$ cat src/rtl/tlc_pkg.sv
package tlc_pkg;
  localparam int BUS_W  = 16;
  localparam int ASM_W  = 32;
  localparam int CMD_W  = 4;
  localparam int FREQ_W = 32;
  localparam int PH_W   = 12;
  localparam int MOD_W  = 20;
  localparam int CODE_W = 4;

  // Command bit positions
  localparam int CMD_WIDE   = 0;
  localparam int CMD_BYPASS = 3;

  typedef struct packed {
    logic wrCmd;
    logic wrF0;
    logic wrF1;
    logic wrPh;
    logic wrMod;
    logic useSer;
  } xferStb_t;
endpackage

$ cat src/rtl/tlc_control.sv
module tlc_control
  import tlc_pkg::*;
#(
  parameter int SYNC_DEPTH = 4
) (
  input  logic              clk,
  input  logic              rstN,
  input  logic              loadIn,
  input  logic [CODE_W-1:0] codeIn,
  input  logic              fselIn,
  input  logic              bypass,
  output xferStb_t          stb,
  output logic              fselOut
);
  localparam int CTL_W = CODE_W + 2;

  logic [CTL_W-1:0] syncPipe [SYNC_DEPTH];
  logic [CTL_W-1:0] rawCtl, selCtl;
  logic             selLoad, loadPrev, loadRise;
  logic [CODE_W-1:0] selCode;

  assign rawCtl = {loadIn, fselIn, codeIn};

  always_ff @(posedge clk) begin
    if (!rstN) begin
      for (int i = 0; i < SYNC_DEPTH; i++) syncPipe[i] <= '0;
    end else begin
      syncPipe[0] <= rawCtl;
      for (int i = 1; i < SYNC_DEPTH; i++) syncPipe[i] <= syncPipe[i-1];
    end
  end

  assign selCtl  = bypass ? rawCtl : syncPipe[SYNC_DEPTH-1];
  assign selLoad = selCtl[CTL_W-1];
  assign fselOut = selCtl[CTL_W-2];
  assign selCode = selCtl[CODE_W-1:0];

  always_ff @(posedge clk) begin
    if (!rstN) loadPrev <= 1'b0;
    else       loadPrev <= selLoad;
  end

  assign loadRise = selLoad & ~loadPrev;

  always_comb begin
    stb        = '0;
    stb.useSer = selCode[2];
    if (loadRise) begin
      if (!selCode[3]) stb.wrCmd = 1'b1;
      else begin
        unique case (selCode[1:0])
          2'b00: stb.wrF0  = 1'b1;
          2'b01: stb.wrF1  = 1'b1;
          2'b10: stb.wrPh  = 1'b1;
          default: stb.wrMod = 1'b1;
        endcase
      end
    end
  end
endmodule

$ cat src/rtl/tlc_datapath.sv
module tlc_datapath
  import tlc_pkg::*;
(
  input  logic              clk,
  input  logic              rstN,
  input  logic [BUS_W-1:0]  dataIn,
  input  logic              dataWr,
  input  logic              serIn,
  input  logic              serEn,
  input  xferStb_t          stb,
  output logic [ASM_W-1:0]  parAsm,
  output logic [ASM_W-1:0]  serAsm,
  output logic [CMD_W-1:0]  cmdReg,
  output logic [FREQ_W-1:0] freq0,
  output logic [FREQ_W-1:0] freq1,
  output logic [PH_W-1:0]   phase,
  output logic [MOD_W-1:0]  modAmp
);
  localparam int HALF_W = BUS_W / 2;

  logic [ASM_W-1:0] srcWord;

  always_ff @(posedge clk) begin
    if (!rstN) parAsm <= '0;
    else if (dataWr) begin
      if (cmdReg[CMD_WIDE]) parAsm <= {parAsm[ASM_W-BUS_W-1:0], dataIn};
      else                  parAsm <= {parAsm[ASM_W-HALF_W-1:0], dataIn[HALF_W-1:0]};
    end
  end

  always_ff @(posedge clk) begin
    if (!rstN)      serAsm <= '0;
    else if (serEn) serAsm <= {serAsm[ASM_W-2:0], serIn};
  end

  assign srcWord = stb.useSer ? serAsm : parAsm;

  always_ff @(posedge clk) begin
    if (!rstN) begin
      cmdReg <= '0;
      freq0  <= '0;
      freq1  <= '0;
      phase  <= '0;
      modAmp <= '0;
    end else begin
      if (stb.wrCmd) cmdReg <= parAsm[CMD_W-1:0];
      if (stb.wrF0)  freq0  <= srcWord[FREQ_W-1:0];
      if (stb.wrF1)  freq1  <= srcWord[FREQ_W-1:0];
      if (stb.wrPh)  phase  <= srcWord[PH_W-1:0];
      if (stb.wrMod) modAmp <= srcWord[MOD_W-1:0];
    end
  end
endmodule

$ cat src/rtl/tuning_load_ctrl.sv
module tuning_load_ctrl
  import tlc_pkg::*;
(
  input  logic              clk,
  input  logic              rstN,
  input  logic [BUS_W-1:0]  dataIn,
  input  logic              dataWr,
  input  logic              serIn,
  input  logic              serEn,
  input  logic              loadIn,
  input  logic [CODE_W-1:0] codeIn,
  input  logic              fselIn,
  output logic              fselOut,
  output logic [CMD_W-1:0]  cmdReg,
  output logic [FREQ_W-1:0] freq0,
  output logic [FREQ_W-1:0] freq1,
  output logic [PH_W-1:0]   phase,
  output logic [MOD_W-1:0]  modAmp
);
  xferStb_t         xferStb;
  logic [ASM_W-1:0] parAsm;
  logic [ASM_W-1:0] serAsm;

  tlc_control #(.SYNC_DEPTH(4)) uCtl (
    .clk(clk), .rstN(rstN), .loadIn(loadIn), .codeIn(codeIn), .fselIn(fselIn),
    .bypass(cmdReg[CMD_BYPASS]), .stb(xferStb), .fselOut(fselOut)
  );

  tlc_datapath uDp (
    .clk(clk), .rstN(rstN), .dataIn(dataIn), .dataWr(dataWr),
    .serIn(serIn), .serEn(serEn), .stb(xferStb),
    .parAsm(parAsm), .serAsm(serAsm), .cmdReg(cmdReg),
    .freq0(freq0), .freq1(freq1), .phase(phase), .modAmp(modAmp)
  );
endmodule

$ cat config.mk
export PLATFORM = sky130hd
export DESIGN_NAME = tuning_load_ctrl
export DESIGN_NICKNAME = d
export VERILOG_FILES = /design/src/rtl/tlc_pkg.sv /design/src/rtl/tlc_control.sv /design/src/rtl/tlc_datapath.sv /design/src/rtl/tuning_load_ctrl.sv
export SDC_FILE = /design/constraint.sdc
export NUM_CORES = 1
export LEC_CHECK = 0
export ABC_AREA = 1
export BUFFER_PORTS_ARGS = -buffer_cell sky130_fd_sc_hd__buf_4
export CORE_MARGIN = 3
export CORE_UTILIZATION = 51
export DETAILED_ROUTE_END_ITERATION = 10
export PLACE_DENSITY_LB_ADDON = 0.15
export SETUP_SLACK_MARGIN = 0.5
export SKIP_LAST_GASP = 1
export SLEW_MARGIN = 20
export SYNTH_ARGS = -nofsm -noshare
export SYNTH_HDL_FRONTEND = slang
export SYNTH_SLANG_ARGS = --single-unit
$ cat constraint.sdc
create_clock -name clk -period 1.25 [get_ports clk]
set_input_delay 0.25 -clock clk [delete_from_list [all_inputs] [get_ports clk]]
set_output_delay 0.25 -clock clk [all_outputs]
set_load 0.05 [all_outputs]
After elaboration in Yosys (flattened, before gate mapping) --
Memories as Yosys holds them, arrays and structs flattened. Cells that the tools add are included.
Word-level totals: register bits 165, latch bits 0, memory bits (writable) 24, bits in read-only memories 0, bits of input ports 27, output and inout bits 101, logic and storage cells 35, memories 1
Memories:
- uCtl.syncPipe | words 4, bits a word 6, rd ports 4, clocked after memory_dff 0, wr ports 4, RTL line tlc_control.sv:17 | logic [CTL_W-1:0] syncPipe [SYNC_DEPTH];
Cells by class: add/sub/neg operators 0, multiply operators 0, div/mod/pow operators 0, $lt $le $gt $ge 0, eq/ne operators 2, shift operators 0, mux-type cells 16, bitwise logic cells 6, reductions and logical operators 2
Operator list (count):
- two-way mux 32 bit | 2
- two-way mux 6 bit | 5
- two-way mux 1 bit | 7
- two-way mux 5 bit | 1
- two-way mux 4 bit | 1
- OR 1 bit | 4
- OR reduction 3 bit | 1
- equality test 2 x 1 -> 1 bit, second input constant | 1
- equality test 2 bit, second input constant | 1
- logical NOT 2 bit | 1
- bitwise AND 1 bit | 1
- inverter 1 bit | 1

Logic depth before layout (Yosys ltp) --
depth in word-level cells 6, gate-level depth with buffers 9, mapped depth without buffers 8

Modules after synthesis --
From an unflattened synthesis, not the netlist that was laid out.
Unflattened totals: cell total of the unflattened synthesis 1189, area total of the unflattened synthesis 7906.3 µm²
By module, submodules not included:
- tlc_datapath | instances 1, cells an instance 1075, area an instance 7014.2 µm², seq. area each 3283.1 µm²
- tlc_control | instances 1, cells an instance 114, area an instance 892.1 µm², seq. area each 500.5 µm²

Worst setup path after synthesis --
OpenSTA, ideal clock, no wires.
path type register -> register, from register uDp.cmdReg[0], to register uDp.parAsm[17], setup time 0.116 ns, arrival time 1.477 ns, required time 1.134 ns, setup slack -0.343 ns, stages on the path, launching flop included 8, path buffers 2, period minus slack after synthesis 1.593 ns, cell sequence dfxtp_1 buf_2 inv_1 clkbuf_1 a21oi_1 o21ai_0 o211ai_1 inv_1
On the way: cells in the longest elaborated chain, start to end 1
Ends and longest elaborated chain:
- from (decl) | RTL line tlc_datapath.sv:13 | output logic [CMD_W-1:0] cmdReg,
- from (signal assigned) | RTL line tlc_datapath.sv:46 | if (stb.wrCmd) cmdReg <= parAsm[CMD_W-1:0];
- two-way mux 32 bit | RTL line tlc_datapath.sv:26 | if (cmdReg[CMD_WIDE]) parAsm <= {parAsm[ASM_W-BUS_W-1:0], dataIn};
- to (signal assigned) | RTL line tlc_datapath.sv:26
- to (signal assigned) | RTL line tlc_datapath.sv:27 | else parAsm <= {parAsm[ASM_W-HALF_W-1:0], dataIn[HALF_W-1:0]};
- to (decl) | RTL line tlc_datapath.sv:11 | output logic [ASM_W-1:0] parAsm,
Every way passes these cells. A chain may end at the register's enable or synchronous reset.

Worst setup path after layout --
from register uDp.cmdReg[3], to register uDp.freq1[6]
On the way: cells in the longest elaborated chain, start to end 5, elaborated cells between the ends (all ways) 7, classes of those cells eq/ne: 1; mux: 5; bitwise: 1
Ends and longest elaborated chain:
- two-way mux 6 bit (*) | RTL line tlc_control.sv:33 | assign selCtl = bypass ? rawCtl : syncPipe[SYNC_DEPTH-1];
- equality test 2 x 1 -> 1 bit | RTL line tlc_control.sv:51 | unique case (selCode[1:0])
- two-way mux 1 bit | RTL line tlc_control.sv:51
- two-way mux 4 bit | RTL line tlc_control.sv:49 | if (!selCode[3]) stb.wrCmd = 1'b1;
- two-way mux 5 bit | RTL line tlc_control.sv:48 | if (loadRise) begin
- to (signal assigned) | RTL line tlc_datapath.sv:48 | if (stb.wrF1) freq1 <= srcWord[FREQ_W-1:0];
- to (decl) | RTL line tlc_datapath.sv:15 | output logic [FREQ_W-1:0] freq1,
Mark *: on every way between the ends. The rest lies on a longest branch, timed or not.

==> metrics.md <==
| Metric | Value |
|---|---|
| Max Freq | `between 500 and 600 MHz` |
| Count of final hold-check violations | `0` |
| Hold Path Class | `primary input to flip-flop` |
| Startpoint Class | `flip-flop` |
| Lkg Pwr | `5.278 nW` |
| Number of port buffers | `127` |
| Pins over their slew limit | `0` |
| Sequential share of the synthesized area | `between 40% and 50%` |
| First-pass GRT wire length | `34680 um` |
| Util after Layout | `81.36%` |
| CTS Sinks | `189` |
| Final Cycle Share | `134.0%` |
| DRT Pass-1 Iters | `6` |
| Worst Skew | `0.01178 ns` |
| Final min period | `1.675 ns` |
| RSZ-0062 raised after global routing | `true` |
| Worst setup margin | `-0.4250 ns` |
| Pwr Density | `between 1000 and 1500 mW/mm2` |
| Slew headroom | `71.33%` |
| Gpl congestion | `a little under 0.9` |
| Yosys reg bits | `roughly 190` |
| Dpl hpwl | `around 14000 um` |
| Syn_area_per_cell | `7.106 um2` |
| Vias/cell | `5.824` |
| Clock buffer depth | `2` |
| Die H | `about 130 um` |
| Final WL | `28830 um` |
| Cts hold-fix bufs | `0` |
| Critical path class | `flip-flop to flip-flop` |
| Layout cells sized above 1 | `37.78%` |
| CTS tree | `yes` |
| Initial antenna violation count | `0` |
| Row count | `44` |
| Die width | `130.2 um` |
| Max cap viols | `0` |
| Routed wire length per instance | `~20 um` |
| Number of DRC markers in iteration 0 | `1100` |
| Final Instance Count excl. Fillers | `around 1500` |
| Setup-failing EPs final | `105` |
| Failing checks | `setup timing` |
| Layout area overhead | `53.17%` |
| ANT nets after route | `0` |
| Total track usage | `between 20% and 30%` |
| Worst-Skew Late Latency | `between 0.4 and 0.5 ns` |
| Syn Std Cell Area | `0.007866 mm2` |
| Starting density of the core | `53.12%` |
| Outcome | `finished, violations left` |
| GRT overflow | `0` |
| # nets final | `roughly 1300` |
| CTS clk-pin slew, worst paths | `roughly 0.070 ns` |
| DR DRC count | `0` |
| Max FO, Critical Path | `6` |
| Total CTS buffers | `17` |
| Die area | `0.01695 mm2` |
| Vias in the first global route | `~7000` |
| Diodes inserted | `0` |
| Placed cells | `between 1000 and 1500` |
| Root Buffer | `clkbuf_16` |
| Worst slew pin tran | `0.4290 ns` |
| IO Pins | `128` |
| Pin count of the biggest net entering global routing | `55` |
| Yosys warns | `0` |
| Max IR drop VDD | `1068 uV` |
| Max H-tree Level | `4` |
| Mapped Nets | `1134` |
| Required time of the critical path | `around 1.6 ns` |
| Worst EP arrival | `2.02 ns` |
| Core area | `0.01481 mm2` |
| CP endpoint kind | `flip-flop` |
| Syn Inst Count | `between 1000 and 1500` |
| Vias | `8532` |
| Yosys cell types | `21` |
-- synthesized netlist by cell type --
library cell | n | area share, %
a21oi_1 | 57 | 3.6
buf_1 | 13 | 0.62
buf_2 | 28 | 1.8
buf_4 | 5 | 0.48
buf_6 | 6 | 0.86
clkbuf_1 | 29 | 1.4
dfxtp_1 | 189 | 48
inv_1 | 125 | 6.0
inv_2 | 2 | 0.095
nand2_1 | 185 | 8.8
nand2_2 | 2 | 0.16
nand3_1 | 160 | 10
nand3_2 | 2 | 0.25
nand3_4 | 1 | 0.22
nor2_1 | 201 | 9.6
nor2_2 | 2 | 0.16
nor2_4 | 4 | 0.57
nor3_1 | 4 | 0.25
o211ai_1 | 32 | 3.1
o21ai_0 | 59 | 3.8
o21ai_1 | 1 | 0.064
-- metal layers --
metal	up-vias	GRT usage, %	share of wire [%]
met5	-	0	0
met2	573	41.31	48
met3	152	6.263	9.0
met4	0	9.719	5.8
met1	3970	34.10	37
li1	3837	-	-
-- logic make-up after synthesis --
| family | synth area share (%) |
|---|---|
| AND/OR/NAND/NOR | 30.22 |
| buffers and inverters | 11.18 |
| flip-flops | 48.10 |
| AO/OA/AOI/OAI | 10.50 |
-- worst max-delay path, stage by stage (launching register included) --
cell     delay, ns
dfxtp_4       0.37
buf_6         0.13
buf_8         0.13
o21ai_4       0.19
nand2_4       0.09
nor2_4        0.12
buf_12        0.15
buf_12        0.14
nor2_1        0.05
nor2_1        0.19
-- layout by cell type, fill, tap and decap left out, drive strengths merged --
cell type	instances
dfxtp	189
o211ai	32
nor2	207
buf	211
nand3	163
nor3	4
o21ai	60
clkbuf	31
nand2	187
clkinv	2
inv	134
a21oi	57
bufinv	1
clkinvlp	3
-- per-stage QoR --
| step | worst slack (ns) | total power [mW] | setup TNS [ns] | area [um2] | hold WS [ns] |
|---|---|---|---|---|---|
| finish | -0.4250 | 15.10 | -31.98 | 12050 | 0.006155 |
| global placement | -0.1662 | 8.759 | -12.01 | 9478 | 0.3919 |
| CTS | -0.3220 | 14.22 | -25.05 | 10690 | 0.005560 |
| floorplan | -0.01802 | 8.115 | -1.188 | 8258 | 0.3435 |
| global route | -0.4776 | 15.53 | -38.11 | 12050 | 0.01951 |
| detailed placement | -0.1975 | 8.793 | -14.01 | 9478 | 0.3986 |
-- final cells by class --
type | instances | area (um2)
clock inverters | 13 | 128.9
well taps | 184 | 230.2
clock buffers | 19 | 452.9
flip-flops and latches | 189 | 3930
repair buffers | 223 | 3110
fillers | 864 | 2760
inverters | 127 | 503.0
multi-input cells | 710 | 3694
-- flip-flops by register name (all words and copies together), names as in the netlist --
signal / flops
uDp.freq1: 32
uCtl.syncPipe: 24
uDp.serAsm: 32
uDp.modAmp: 20
uDp.parAsm: 32
uDp.freq0: 32
uCtl.loadPrev: 1
uDp.phase: 12
uDp.cmdReg: 4
-- power breakdown --
| group | internal (mW) | switching [mW] | total, mW |
|---|---|---|---|
| clock | 2.90 | 2.56 | 5.46 |
| combinational | 1.31 | 1.95 | 3.25 |
| sequential | 6.23 | 0.157 | 6.39 |
-- final timing paths --
path                       start             endpoint  slack [ns]  cells after the start
min reg2reg  uCtl.syncPipe[2][0]  uCtl.syncPipe[3][0]        0.41                      2
max                uDp.cmdReg[3]         uDp.freq1[6]       -0.42                      9
min                       fselIn  uCtl.syncPipe[0][4]       0.006                      3
max reg2reg        uDp.cmdReg[3]         uDp.freq1[6]       -0.42                      9
-- repair_timing --
action / CTS / global route
hold endpoints to repair: 0 / 0
resized for setup: 195 / 235
endpoints found under the setup margin: 231 / 234
setup buffers: 5 / 17
gates cloned: 1 / 19
pin swaps: 0 / 39
No activity file was read; power rests on OpenSTA's default activity.
